### src/rtl/hs_pkg.sv
package hs_pkg;
  localparam int NLINES = 4;
  localparam int AW     = 3;
  localparam int DW     = 8;
  localparam int SRCW   = $clog2(NLINES);

  localparam logic [AW-1:0] A_CTRL = 3'd0;
  localparam logic [AW-1:0] A_SVC  = 3'd1;
  localparam logic [AW-1:0] A_VEC  = 3'd2;
  localparam logic [AW-1:0] A_STAT = 3'd3;
  localparam logic [AW-1:0] A_IEN  = 3'd4;

  typedef enum logic [1:0] {
    MODE_OFF  = 2'b00,
    MODE_AUTO = 2'b01,
    MODE_VEC0 = 2'b10,
    MODE_VEC1 = 2'b11
  } irq_mode_e;
endpackage

### src/rtl/hs_sync_edge.sv
module hs_sync_edge #(
  parameter int N = 4
) (
  input  logic         clk_i,
  input  logic         rst_ni,
  input  logic [N-1:0] line_i,
  input  logic [N-1:0] sense_i,
  output logic [N-1:0] level_o,
  output logic [N-1:0] hit_o
);
  logic [N-1:0] s1_q, s2_q, prev_q;

  always_ff @(posedge clk_i or negedge rst_ni) begin
    if (!rst_ni) begin
      s1_q   <= '0;
      s2_q   <= '0;
      prev_q <= '0;
    end else begin
      s1_q   <= line_i;
      s2_q   <= s1_q;
      prev_q <= s2_q;
    end
  end

  for (genvar i = 0; i < N; i++) begin : g_edge
    // edge toward active sense only
    assign hit_o[i] = sense_i[i] ? (s2_q[i] & ~prev_q[i]) : (~s2_q[i] & prev_q[i]);
  end

  assign level_o = s2_q;
endmodule

### src/rtl/hs_prio_arb.sv
module hs_prio_arb
  import hs_pkg::*;
(
  input  logic [NLINES-1:0] req_i,
  input  logic [2:0]        order_i,
  output logic              any_o,
  output logic [SRCW-1:0]   src_o
);
  logic [SRCW-1:0] rank [NLINES];
  logic [SRCW-1:0] f12, s12, f34, s34;

  // bit0 swaps H1/H2, bit1 swaps H3/H4, bit2 puts H3/H4 group first
  always_comb begin
    f12 = order_i[0] ? 2'd1 : 2'd0;
    s12 = order_i[0] ? 2'd0 : 2'd1;
    f34 = order_i[1] ? 2'd3 : 2'd2;
    s34 = order_i[1] ? 2'd2 : 2'd3;
    if (order_i[2]) begin
      rank[0] = f34; rank[1] = s34; rank[2] = f12; rank[3] = s12;
    end else begin
      rank[0] = f12; rank[1] = s12; rank[2] = f34; rank[3] = s34;
    end
  end

  always_comb begin
    any_o = 1'b0;
    src_o = '0;
    for (int i = NLINES - 1; i >= 0; i--) begin
      if (req_i[rank[i]]) begin
        any_o = 1'b1;
        src_o = rank[i];
      end
    end
  end

  always_comb begin
    if (any_o) begin
      a_grant_requested_r4: assert (req_i[src_o]);
    end
  end
endmodule

### src/rtl/hs_irq_ctrl.sv
module hs_irq_ctrl
  import hs_pkg::*;
(
  input  logic          clk_i,
  input  logic          rst_ni,
  input  logic          we_i,
  input  logic [AW-1:0] addr_i,
  input  logic [DW-1:0] wdata_i,
  output logic [DW-1:0] rdata_o,
  input  logic [3:0]    hs_i,
  output logic          irq_o,
  input  logic          iack_i,
  output logic          vec_valid_o,
  output logic [DW-1:0] vec_o,
  output logic          autovec_o
);
  logic [DW-1:0]     ctrl_q, svc_q, vecr_q;
  logic [NLINES-1:0] ien_q, flag_q;
  logic [NLINES-1:0] level, hit, pair_en, clr_w, req;
  logic              any_req;
  logic [SRCW-1:0]   src;
  irq_mode_e         mode;

  hs_sync_edge #(.N(NLINES)) u_sync (
    .clk_i   (clk_i),
    .rst_ni  (rst_ni),
    .line_i  (hs_i),
    .sense_i (ctrl_q[NLINES-1:0]),
    .level_o (level),
    .hit_o   (hit)
  );

  assign pair_en = {ctrl_q[5], ctrl_q[5], ctrl_q[4], ctrl_q[4]};
  assign clr_w   = (we_i && addr_i == A_STAT) ? wdata_i[NLINES-1:0] : '0;
  assign req     = flag_q & ien_q & pair_en;
  assign mode    = irq_mode_e'(svc_q[4:3]);

  hs_prio_arb u_arb (
    .req_i   (req),
    .order_i (svc_q[2:0]),
    .any_o   (any_req),
    .src_o   (src)
  );

  always_ff @(posedge clk_i or negedge rst_ni) begin
    if (!rst_ni) begin
      ctrl_q <= '0;
      svc_q  <= '0;
      vecr_q <= '0;
      ien_q  <= '0;
      flag_q <= '0;
    end else begin
      if (we_i) begin
        unique case (addr_i)
          A_CTRL:  ctrl_q <= wdata_i;
          A_SVC:   svc_q  <= wdata_i;
          A_VEC:   vecr_q <= wdata_i;
          A_IEN:   ien_q  <= wdata_i[NLINES-1:0];
          default: ;
        endcase
      end
      // a new edge wins over a same-cycle clear
      flag_q <= (flag_q & ~clr_w) | (hit & pair_en);
    end
  end

  always_ff @(posedge clk_i or negedge rst_ni) begin
    if (!rst_ni) begin
      vec_valid_o <= 1'b0;
      autovec_o   <= 1'b0;
      vec_o       <= '0;
    end else begin
      vec_valid_o <= iack_i && any_req && mode[1];
      autovec_o   <= iack_i && any_req && (mode == MODE_AUTO);
      if (iack_i && any_req && mode[1])
        vec_o <= {vecr_q[DW-1:SRCW], src};
    end
  end

  assign irq_o = (mode != MODE_OFF) && any_req;

  always_comb begin
    unique case (addr_i)
      A_CTRL:  rdata_o = ctrl_q;
      A_SVC:   rdata_o = svc_q;
      A_VEC:   rdata_o = vecr_q;
      A_STAT:  rdata_o = {level, flag_q};
      A_IEN:   rdata_o = {{(DW-NLINES){1'b0}}, ien_q};
      default: rdata_o = '0;
    endcase
  end

  p_sticky_r3: assert property (@(posedge clk_i) disable iff (!rst_ni)
    1'b1 |=> ((flag_q & $past(flag_q & ~clr_w)) == $past(flag_q & ~clr_w)));

  p_pair12_off_r2: assert property (@(posedge clk_i) disable iff (!rst_ni)
    (!ctrl_q[4] && flag_q[1:0] == 2'b00) |=> (flag_q[1:0] == 2'b00));

  p_pair34_off_r2: assert property (@(posedge clk_i) disable iff (!rst_ni)
    (!ctrl_q[5] && flag_q[3:2] == 2'b00) |=> (flag_q[3:2] == 2'b00));

  p_mode_off_r5: assert property (@(posedge clk_i) disable iff (!rst_ni)
    (svc_q[4:3] == 2'b00) |-> !irq_o);

  p_ack_excl_r7: assert property (@(posedge clk_i) disable iff (!rst_ni)
    !(vec_valid_o && autovec_o));

  p_vec_upper_r6: assert property (@(posedge clk_i) disable iff (!rst_ni)
    $rose(vec_valid_o) |-> (vec_o[DW-1:SRCW] == $past(vecr_q[DW-1:SRCW])));

  p_ien_gate_r9: assert property (@(posedge clk_i) disable iff (!rst_ni)
    (ien_q == '0) |-> !irq_o);
endmodule

### config.mk
export PLATFORM = sky130hd
export DESIGN_NAME = hs_irq_ctrl
export DESIGN_NICKNAME = d
export VERILOG_FILES = /design/src/rtl/hs_pkg.sv /design/src/rtl/hs_sync_edge.sv /design/src/rtl/hs_prio_arb.sv /design/src/rtl/hs_irq_ctrl.sv
export SDC_FILE = /design/constraint.sdc
export NUM_CORES = 1
export LEC_CHECK = 0
export ABC_AREA = 0
export BUFFER_PORTS_ARGS = -buffer_cell sky130_fd_sc_hd__buf_4
export CAP_MARGIN = 10
export CORE_MARGIN = 3
export CORE_UTILIZATION = 45
export CTS_CLUSTER_DIAMETER = 100
export DETAILED_ROUTE_END_ITERATION = 8
export GPL_ROUTABILITY_DRIVEN = 0
export GPL_TIMING_DRIVEN = 1
export PLACE_DENSITY = 0.65
export SLEW_MARGIN = 20
export SYNTH_ARGS = -nofsm -noshare
export SYNTH_HDL_FRONTEND = slang
export SYNTH_SLANG_ARGS = --single-unit
### constraint.sdc
create_clock -name clk_i -period 1.9 [get_ports clk_i]
set_input_delay 0.095 -clock clk_i [delete_from_list [all_inputs] [get_ports clk_i]]
set_output_delay 0.095 -clock clk_i [all_outputs]
set_load 0.01 [all_outputs]
After elaboration in Yosys (flattened, before gate mapping)
Cells that the tools add are included.

Memory bits (writable): 0. Memories: 0. Bits in read-only memories: 0. Bits in latches: 0. Output and inout bits: 19. Bits in registers: 54.

$mul: 0. Divide/modulo/power cells: 0. $add $sub $neg: 0. Muxes and demuxes: 27. $lt $le $gt $ge: 4. Reductions and logical operators: 11. Shift-type cells: 0. Bitwise logic cells: 22. Equal/unequal tests: 5.

Operators with widths (count): one-hot mux 8 bit (5 select lines) (1); AND 4 bit (4); two-way mux 1 bit (16); < comparator 2 x 3 -> 1 bit, second input constant (4); AND 1 bit (8); binary-select mux 1 bit (select 2 bit) (4); two-way mux 2 bit (4); two-way mux 8 bit (1); NOT 1 bit (8); AND reduction 2 bit (4); equality test 3 x 2 -> 1 bit, second input constant (2); logical AND 1 bit (5); two-way mux 4 bit (1); NOT 4 bit (1); bitwise OR 4 bit (1); equality test 3 x 1 -> 1 bit, second input constant (1); equality test 3 bit, second input constant (1); zero test 3 bit (1); equality test 2 x 1 -> 1 bit, second input constant (1); nonzero test 2 bit (1).

Depth between registers and ports, before layout
Word-level depth: 10. Gate-level depth with buffers: 6. Gate-level depth less buffers: 5.

Hierarchy
Synthesis repeated with hierarchy kept, for this count alone.

Cells, all modules: 175. Area, all modules: 2429.8 µm².

Modules (own cells, without submodules): hs_irq_ctrl (sequential area each 1051.0 µm², cells each 137, area each 1963.1 µm², instances 1); hs_sync_edge (sequential area each 300.3 µm², cells each 24, area each 386.6 µm², instances 1); hs_prio_arb (sequential area each 0.0 µm², cells each 14, area each 80.1 µm², instances 1).

Least setup slack after synthesis
OpenSTA, ideal clock, no wires.

Path kind: register to register. Start: reg ctrl_q[5]. End: reg vec_o[6]. Arrival time: 1.627 ns. Clock period less this slack: 1.752 ns. Cell stages (with the launch flop): 6. Path slack: 0.148 ns. Cell sequence: dfrtp_1 buf_6 and3_2 a2111oi_2 a21oi_4 mux2_4.

Cells in the longest elaborated chain, start to end: 9.

Ends and longest elaborated chain: start, declared (line hs_irq_ctrl.sv:17) `logic [DW-1:0] ctrl_q, svc_q, vecr_q;`; start signal, assigned (line hs_irq_ctrl.sv:55) `A_CTRL: ctrl_q <= wdata_i;`; AND 4 bit * (line hs_irq_ctrl.sv:35) `assign req = flag_q & ien_q & pair_en;`; binary-select mux 1 bit (select 2 bit) (line hs_prio_arb.sv:29) `if (req_i[rank[i]]) begin`; two-way mux 1 bit (implied by the code) (line hs_prio_arb.sv:29); two-way mux 1 bit (3 in a row) (line hs_prio_arb.sv:29); two-way mux 1 bit * (line hs_prio_arb.sv:29); logical AND 1 bit * (2 in a row) (line hs_irq_ctrl.sv:75) `if (iack_i && any_req && mode[1])`; end signal, assigned (line hs_irq_ctrl.sv:76) `vec_o <= {vecr_q[DW-1:SRCW], src};`; end, declared (line hs_irq_ctrl.sv:14) `output logic [DW-1:0] vec_o,`.

Every way passes the cells marked *; elsewhere a longest branch is shown, timed or not. The select of a mux whose other input is x is not followed. A chain may end at the register's enable or synchronous reset.

Final worst setup path
Start: reg ctrl_q[4]. End: out rdata_o[4].

Cells in the longest elaborated chain, start to end: 1.

Ends and longest elaborated chain: one-hot mux 8 bit (5 select lines) (line hs_irq_ctrl.sv:83) `unique case (addr_i)`; end, declared (line hs_irq_ctrl.sv:9) `output logic [DW-1:0] rdata_o,`.

No other way between the ends.

==> results.sh <==
export IMPL_power_internal_mw=2.58
export IMPL_io_pins=38
export IMPL_worst_pin_slew_ns=0.678
export IMPL_synth_most_common_cell="dfrtp_1"
export IMPL_synth_top_area_cell="dfrtp_1"
export IMPL_status="finished clean"
export IMPL_hold_path_class="in -> reg"
export IMPL_ys_seq_area_frac=0.545
export IMPL_dpl_hpwl_mm=3.98
export IMPL_cp_top_family="flip-flops"
export IMPL_grt_pass1_wl_mm=9.29
export IMPL_arrival_ns=1.79
export IMPL_final_layout_size_suffix_gt1_frac=0.519
export IMPL_cp_slowest_cell="dfrtp_2"
export IMPL_r2r_end="vec_o[4]$_DFFE_PN0P_"
export IMPL_p_leak_nw=1.45
export IMPL_dpl_worst_slack_ns=-0.0245
export IMPL_antennaDiodeCount=0
export IMPL_drv_slew=0
export IMPL_maxSlewHeadroom=0.548
export IMPL_via_per_inst=5.33
export IMPL_drc=0
export IMPL_tritoncts="yes"
export IMPL_grt_start_max_net_pins=55
export IMPL_clock_root_buffer="clkbuf_8"
export IMPL_grt_usage=0.191
export IMPL_synth_edff_count=0
export IMPL_ys_flop_type="dfrtp_1"
export IMPL_stdcell_count=336
export IMPL_die_y_um=80.2
export IMPL_swShare=0.303
export IMPL_syn_instance_count=195
export IMPL_coreArea_um2=5200
export IMPL_die_w_um=80.2
export IMPL_netlist_top_cells_area="dfrtp_1 (55%), mux2_2 (16%), mux4_2 (3.6%)"
export IMPL_setup_violations=0
export IMPL_synth_top_area_frac=0.545
export IMPL_skew_ns=0.00664
export IMPL_finalCriticalPeriod_ns=1.88
export IMPL_netlist_area_um2=2480
export IMPL_ys_ff_latch=54
export IMPL_fin_nets=284
export IMPL_path_class="reg -> out"
export IMPL_peakVddDrop_uv=813
export IMPL_cp_max_fo=6
export IMPL_numCtsBuffers=5
export IMPL_async_reset_ff_frac=1.00
export IMPL_cts_max_path_buffers=2
export IMPL_syn_nets=214
export IMPL_grt_antenna_before_repair=0
export IMPL_hp_start="wdata_i[2]"
export IMPL_fmax_mhz=532
export IMPL_regArea_um2=1360
export IMPL_grt_pass1_vias=1801
export IMPL_avgSynthCellArea_um2=12.7
export IMPL_clk_latency_ns=0.31
export IMPL_fin_ws_ns=0.0197
export IMPL_critPathLaunchType="register"
export IMPL_cts_sinks=54
export IMPL_wl_mm=5.70
export IMPL_firstDrtPassIters=4
export IMPL_switchingPower_mw=1.12
export IMPL_crit_chain="buf_4 -> buf_4 -> mux4_2 -> nor2b_1 -> buf_4"
export IMPL_worst_path_buf_inv=3
export IMPL_max_stage_delay_ns=0.47
export IMPL_required_ns=1.80
export IMPL_end_kind="output pin"
export IMPL_htree_num_levels=2
export IMPL_multi_input_area_um2=1170
export IMPL_synthTopCellsByCount="dfrtp_1 (54), mux2_2 (35), nand2_1 (23), nor2_1 (11), a21oi_1 (7)"
export IMPL_area_delta_synth_final_pct=32.7
export IMPL_fillers=420
export IMPL_min_path_cells=3
export IMPL_ys_warn_count=0
export IMPL_fin_crit_sh=0.990
export IMPL_holdWs_ns=0.0376
export IMPL_crit_top_cell="buf_4"
export IMPL_ant_nets=0
export IMPL_rsz0062_at_grt="yes"
export IMPL_start_util=0.476
export IMPL_placedCellCount=316
export IMPL_combPwrFrac=0.348
export IMPL_finalHoldViolations=0
export IMPL_power_density_nw_per_um2=1130
export IMPL_timing_rr_start="ien_q[1]$_DFFE_PN0P_"
export IMPL_max_cap_viol_count=0
export IMPL_ff2ff_path_depth=8
export IMPL_seqPwrFrac=0.445
export IMPL_vias=1790
export IMPL_yosysUniqueCellTypes=35
export IMPL_drtIter0Drc=68
export IMPL_clk_transition_reported_paths_ns=0.10
export IMPL_rrSetupSlack_ns=0.05
export IMPL_min_to="svc_q[2]$_DFFE_PN0P_"
export IMPL_p_clk_frac=0.207
export IMPL_rows=26
export IMPL_die_area_um2=6430
export IMPL_grt_ovfl_total=0
export IMPL_port_buffers=37
export IMPL_wl_per_cell_um=16.9
metal layers:
layer	share of wire	GRT usage
met5	0	0
met4	0.014	0.0507
met1	0.46	0.256
met3	0.030	0.0381
met2	0.50	0.316
worst register-to-register path, delay by kind of cell (launching register included):
family / cells / cell delay, ns
and+or+nand+nor: 1 / 0.10
muxes: 1 / 0.33
buffers and inverters: 3 / 0.47
DFF: 1 / 0.46
AOI/OAI and AO/OA: 3 / 0.39
power by group through the flow:
stage               combinational [mW]  clock, mW  sequential [mW]
finish                            1.29      0.767             1.65
global route                      1.39      0.838             1.69
CTS                               1.16      0.785             1.62
detailed placement                1.11          0             1.64
global placement                  1.10          0             1.63
floorplan                        0.609          0             1.63
registers in the layout, indices dropped and copies added, names as in the netlist:
| name | cells |
|---|---|
| autovec_o | 1 |
| ctrl_q | 8 |
| flag_q | 4 |
| ien_q | 4 |
| svc_q | 8 |
| u_sync.level_o | 4 |
| u_sync.prev_q | 4 |
| u_sync.s1_q | 4 |
| vec_o | 8 |
| vec_valid_o | 1 |
| vecr_q | 8 |
how the worst max path moves through the flow:
stage	from	endpoint	slack, ns	cells after the start
3_3_place_gp	ien_q[0]$_DFFE_PN0P_	vec_o[5]$_DFFE_PN0P_	0.02	6
5_1_grt	flag_q[0]$_DFF_PN0_	irq_o	-0.07	8
3_5_place_dp	ien_q[0]$_DFFE_PN0P_	vec_o[2]$_DFFE_PN0P_	-0.02	6
6_report	ctrl_q[4]$_DFFE_PN0P_	rdata_o[4]	0.02	5
2_1_floorplan	ctrl_q[5]$_DFFE_PN0P_	vec_o[6]$_DFFE_PN0P_	0.15	5
4_1_cts	ctrl_q[5]$_DFFE_PN0P_	irq_o	-0.02	7
layout by cell type (no fill, tap or decap), drive strengths merged:
master and n:
inv 1, bufinv 1, mux2i 6, mux2 36, dlygate4sd3 5, o22ai 4
nor2 11, clkinvlp 1, clkbuf 6, a21oi 8, or2b 1, o21a 2
nand4 1, nor3 4, and4b 1, buf 64, o21ai 7, nand3b 1
nor3b 2, nand2 23, a2111oi 2, nand2b 3, nand4b 1, nand3 4
dfrtp 54, mux4 5, a211oi 2, a22o 4, and3 1, nor2b 5
kinds of logic (layout without fill, tap and decap cells):
logic type | count (synthesis) | count (layout) | share of synthesized area
compound gates | 29 | 29 | 0.0843
buf+inv | 7 | 78 | 0.0172
flops | 54 | 54 | 0.545
mux | 47 | 47 | 0.236
simple gates | 58 | 58 | 0.117
what timing repair did:
item / 4_1_cts / 5_1_grt
endpoints found under the hold margin: 58 / 0
cloned: 0 / 0
pin swaps: 2 / 8
gates resized for setup: 5 / 25
hold buffers: 5 / 0
setup endpoints to repair: 8 / 10
setup buffers: 1 / 6
per-stage QoR:
stage	cell area, µm²	setup TNS, ns	power (mW)	util
5_1_grt	3290	-0.565	3.93	0.632
4_1_cts	3160	-0.0179	3.57	0.607
2_1_floorplan	2480	0	2.24	-
3_5_place_dp	2960	-0.141	2.75	0.568
3_3_place_gp	2960	0	2.73	0.568
6_report	3290	0	3.71	0.632
cell type report:
type                       instances  share of cell area
sequential                        54               0.413
clock buffer                       6              0.0221
timing repair buffer              69               0.171
clock inverter                     2              0.0114
tap                               70              0.0266
multi-input combinational        134               0.355
inverter                           1             0.00114
Note: power is estimated with default switching activity, not from simulation.
